**src/rtl/burst_pkg.sv**
```systemverilog
package burst_pkg;
  localparam int BEAT_W = 2;

  typedef struct packed {
    logic load;
    logic step;
  } burst_strobes_t;
endpackage

```
**src/rtl/burst_control.sv**
```systemverilog
module burst_control
  import burst_pkg::*;
(
  input  logic           clk,
  input  logic           rstN,
  input  logic           procStrobe,
  input  logic           ctrlStrobe,
  input  logic           advance,
  output burst_strobes_t strb
);
  logic anyStrobe;

  always_comb begin
    anyStrobe = procStrobe | ctrlStrobe;
    strb.load = anyStrobe;
    strb.step = advance & ~anyStrobe;
  end

  // loading and stepping never happen in the same cycle
  assert_excl_R7: assert property (@(posedge clk) disable iff (!rstN)
    $onehot0({strb.load, strb.step}));

  // a strobe that arrives together with advance still loads
  assert_priority_R7: assert property (@(posedge clk) disable iff (!rstN)
    (advance && (procStrobe || ctrlStrobe)) |-> strb.load);
endmodule

```
**src/rtl/burst_datapath.sv**
```systemverilog
module burst_datapath
  import burst_pkg::*;
#(
  parameter int ADDR_W = 20
) (
  input  logic              clk,
  input  logic              rstN,
  input  burst_strobes_t    strb,
  input  logic              interleaveMode,
  input  logic [ADDR_W-1:0] addrIn,
  output logic [ADDR_W-1:0] addrOut,
  output logic [BEAT_W-1:0] beatIdx
);
  localparam int UP_W = ADDR_W - BEAT_W;

  logic [UP_W-1:0]   upperQ;
  logic [BEAT_W-1:0] startLowQ;
  logic [BEAT_W-1:0] beatQ;
  logic [BEAT_W-1:0] lowLinear;
  logic [BEAT_W-1:0] lowInter;
  logic [BEAT_W-1:0] lowSel;

  always_ff @(posedge clk or negedge rstN) begin
    if (!rstN) begin
      upperQ    <= '0;
      startLowQ <= '0;
      beatQ     <= '0;
    end else if (strb.load) begin
      upperQ    <= addrIn[ADDR_W-1:BEAT_W];
      startLowQ <= addrIn[BEAT_W-1:0];
      beatQ     <= '0;
    end else if (strb.step) begin
      beatQ     <= beatQ + 1'b1;
    end
  end

  assign lowLinear = startLowQ + beatQ;

  for (genvar i = 0; i < BEAT_W; i++) begin : g_inter
    assign lowInter[i] = startLowQ[i] ^ beatQ[i];
  end

  assign lowSel  = interleaveMode ? lowInter : lowLinear;
  assign addrOut = {upperQ, lowSel};
  assign beatIdx = beatQ;

  // a load shows the captured address at beat 0
  assert_load_R2: assert property (@(posedge clk) disable iff (!rstN)
    strb.load |=> (addrOut == $past(addrIn)) && (beatIdx == '0));

  // a step moves the beat on by one, modulo four
  assert_step_R3: assert property (@(posedge clk) disable iff (!rstN)
    strb.step |=> beatIdx == BEAT_W'($past(beatIdx) + 1));

  // with no load and no step the burst state is held
  assert_hold_R6: assert property (@(posedge clk) disable iff (!rstN)
    (!strb.load && !strb.step) |=> ($stable(beatIdx) && $stable(upperQ) && $stable(startLowQ)));

  // only a load may alter the upper address bits
  assert_no_carry_R8: assert property (@(posedge clk) disable iff (!rstN)
    !strb.load |=> $stable(addrOut[ADDR_W-1:BEAT_W]));
endmodule

```
**src/rtl/burst_addr_gen.sv**
```systemverilog
module burst_addr_gen
  import burst_pkg::*;
#(
  parameter int ADDR_W = 20
) (
  input  logic              clk,
  input  logic              rstN,
  input  logic              procStrobe,
  input  logic              ctrlStrobe,
  input  logic              advance,
  input  logic              interleaveMode,
  input  logic [ADDR_W-1:0] addrIn,
  output logic [ADDR_W-1:0] addrOut,
  output logic [1:0]        beatIdx
);
  burst_strobes_t strb;

  burst_control u_ctrl (
    .clk        (clk),
    .rstN       (rstN),
    .procStrobe (procStrobe),
    .ctrlStrobe (ctrlStrobe),
    .advance    (advance),
    .strb       (strb)
  );

  burst_datapath #(.ADDR_W(ADDR_W)) u_dp (
    .clk            (clk),
    .rstN           (rstN),
    .strb           (strb),
    .interleaveMode (interleaveMode),
    .addrIn         (addrIn),
    .addrOut        (addrOut),
    .beatIdx        (beatIdx)
  );
endmodule

```
**config.mk**
```make
export PLATFORM = sky130hd
export DESIGN_NAME = burst_addr_gen
export DESIGN_NICKNAME = d
export VERILOG_FILES = /design/src/rtl/burst_pkg.sv /design/src/rtl/burst_control.sv /design/src/rtl/burst_datapath.sv /design/src/rtl/burst_addr_gen.sv
export SDC_FILE = /design/constraint.sdc
export NUM_CORES = 1
export LEC_CHECK = 0
export CELL_PAD_IN_SITES_DETAIL_PLACEMENT = 1
export CELL_PAD_IN_SITES_GLOBAL_PLACEMENT = 2
export CORE_MARGIN = 2
export CORE_UTILIZATION = 23
export CTS_CLUSTER_SIZE = 14
export DETAILED_ROUTE_END_ITERATION = 7
export PLACE_DENSITY = 0.8
export SYNTH_ARGS = -nofsm -noshare
export SYNTH_HDL_FRONTEND = slang
export SYNTH_SLANG_ARGS = --single-unit
```
**constraint.sdc**
```tcl
create_clock -name clk -period 1 [get_ports clk]
set_clock_uncertainty 0.15 [all_clocks]
set_input_delay 0.1 -clock clk [delete_from_list [all_inputs] [get_ports clk]]
set_output_delay 0.1 -clock clk [all_outputs]
set_load 0.05 [all_outputs]
```
==> flow_summary.json <==
{
  "cp_num_buf_inv": 1,
  "grt_max_degree": 23,
  "rsz0062_at_grt": "yes",
  "timing.rr.end": "u_dp.beatIdx[1]",
  "antenna_cells": 0,
  "grt_pass1_wl_mm": 4.49,
  "cp_max_fo": 2,
  "crit_path_cell_trace": "ha_4 > nor2b_4 > xnor2_4 > buf_12",
  "max-slew-margin-rel_pct": 81.6,
  "vias": 724,
  "finalCriticalPeriod_ns": 1.55,
  "clockBufferDepth": 2,
  "clock_latency_ns": 0.26,
  "r2r_start": "u_dp.beatIdx[0]",
  "irDropWorstVdd_mv": 0.781,
  "fp.dieArea_um2": 4760,
  "power_density_nw_per_um2": 1400,
  "wl_per_cell_um": 14.9,
  "drc": 0,
  "gr-total-overflow": 0,
  "ys_seq_elements": 22,
  "synth_cell_types": 13,
  "drv_slew": 0,
  "rows": 23,
  "max_stage_delay_ns": 0.44,
  "yosysWarningCount": 0,
  "total_leakage_power_uw": 0.000961,
  "cts_max_level": 1,
  "die_x_um": 69.0,
  "fin_ws_ns": -0.551,
  "timing.final.crit_share_pct": 155,
  "finalHoldViolCount": 0,
  "globalplace.congestion": 0.731,
  "finalSetupViolCount": 36,
  "ant_nets": 0,
  "end_kind": "primary output",
  "top_layer": "met4",
  "io_buffers": 47,
  "crit_family": "flip-flops",
  "violations": "negative setup slack",
  "power.total_uw": 2940,
  "fin_nets": 157,
  "maxCapViolations": 0,
  "worst_pin_slew_ns": 0.275,
  "startpoint": "u_dp.beatIdx[0]",
  "syn_area_um2": 972,
  "worstPathArrival_ns": 1.30,
  "cts_buffers": 3,
  "die_y_um": 69.0,
  "drive_above_1_share_pct": 65.1,
  "status": "finished with violations",
  "io_pins": 48,
  "fmax_mhz": 645,
  "clock-sinks": 22,
  "reg2reg_depth": 3,
  "worst_ep_required_time_ns": 0.75,
  "avgViaCountPerCell": 4.04,
  "routed_wirelength_mm": 2.67,
  "utilization_pct": 52.0,
  "grt.total_usage_pct": 11.9,
  "dr.first_iter.drc_count": 11,
  "core_um2": 4030,
  "syn_inst": 55,
  "crit_path_start_kind": "flop",
  "cts_tree": "done",
  "cts_root_buf": "clkbuf_8",
  "ys_seq_area_share_pct": 56.6,
  "wl_met1_um": 933,
  "syn2layout_area_growth_pct": 115,
  "antenna_found_initial": 0,
  "clk_pin_slew_worst_paths_ns": 0.08,
  "initial_core_util_pct": 24.1,
  "rrSetupSlack_ns": -0.11,
  "synth_fp_nets": 82,
  "min_path_type": "in -> async",
  "cp_slowest_cell": "dfrtp_2",
  "path_class": "reg -> out",
  "syn_area_per_cell_um2": 17.7,
  "wl_met2_mm": 1.63,
  "dp_hpwl_mm": 2.03,
  "hold_buffers": 0,
  "firstDrtPassIters": 2,
  "grt_pass1_vias": 878,
  "routed-wl-met3_um": 89
}
[synthesized netlist by cell type]
master / number / area share [%]
a21bo_2: 1 / 1.0
a21oi_1: 1 / 0.51
buf_12: 2 / 4.1
buf_6: 1 / 1.2
dfrtp_1: 22 / 57
ha_1: 1 / 1.3
mux2_2: 2 / 2.3
mux2_4: 18 / 28
nand3b_1: 1 / 0.77
nor2_1: 1 / 0.39
nor2b_1: 1 / 0.64
or2_1: 1 / 0.64
xnor2_1: 3 / 2.7
[layout by cell type (no fill, tap or decap), drive strengths merged]
cell,count
dfrtp,22
or2,1
nor2,1
clkdlybuf4s50,23
mux2,20
xnor2,3
bufinv,1
clkbuf,3
a21oi,1
ha,1
clkdlybuf4s15,2
nand3b,1
buf,48
nor2b,1
a21bo,1
[final cells by class]
type	instances	area (um2)
well taps	50	62.6
clock buffers	3	41.3
fillers	400	1940
clock inverters	1	30.0
flip-flops and latches	22	556
repair buffers	73	973
multi-input cells	30	430
[how the worst max path moves through the flow]
stage | endpoint | slack (ns) | depth (start not counted)
floorplan | addrOut[1] | -0.46 | 3
global placement | u_dp.upperQ[2] | -0.52 | 4
detailed placement | u_dp.upperQ[11] | -0.55 | 4
CTS | addrOut[1] | -0.57 | 4
global route | addrOut[1] | -0.62 | 4
finish | addrOut[1] | -0.55 | 4
[layer usage]
metal  track usage [%]  vias up
met5                 0        -
met4              3.92        0
met3              2.49        2
met2              22.5       17
met1              13.1      370
li1                  -      335
[repair_timing]
action / 4_1_cts / 5_1_grt
endpoints found under the setup margin: 44 / 35
pin swaps: 2 / 0
resized for setup: 20 / 9
setup buffers: 9 / 3
gates cloned: 1 / 0
[report_power, final]
group,switching [uW],internal [uW],total (uW)
clock network,283,534,817
registers,74.8,962,1040
logic,451,636,1090
total,808,2130,2940
[worst register-to-register path, cell delays in order (launching register included)]
cell and delay, ns:
dfrtp_2 0.44, buf_6 0.14, a21bo_2 0.21, a21oi_2 0.10
[stage by stage]
| stage | worst slack [ns] | setup TNS [ns] | instance area [um2] | cells | hold slack, ns |
|---|---|---|---|---|---|
| 2_1_floorplan | -0.461 | -3.51 | 1020 | 55 | -0.346 |
| 3_3_place_gp | -0.519 | -11.14 | 1830 | 162 | 0.316 |
| 3_5_place_dp | -0.551 | -11.77 | 1830 | 162 | 0.311 |
| 4_1_cts | -0.572 | -4.62 | 2040 | 176 | 0.0198 |
| 5_1_grt | -0.624 | -5.63 | 2090 | 179 | 0.0369 |
| 6_report | -0.551 | -4.49 | 2090 | 179 | 0.0240 |
[cells by family after synthesis]
family,count (synthesis),synth area share (%)
compound gates,2,1.54
xor+xnor,3,2.70
fa+ha+maj,1,1.29
buf+inv,3,5.28
flops,22,56.6
mux,20,30.1
simple gates,4,2.45
[sequential cells by signal (all words and copies together), names as in the netlist]
| name | count |
|---|---|
| u_dp.upperQ | 18 |
| u_dp.beatIdx | 2 |
| u_dp.startLowQ | 2 |
Power figures use the tool's default switching activity.
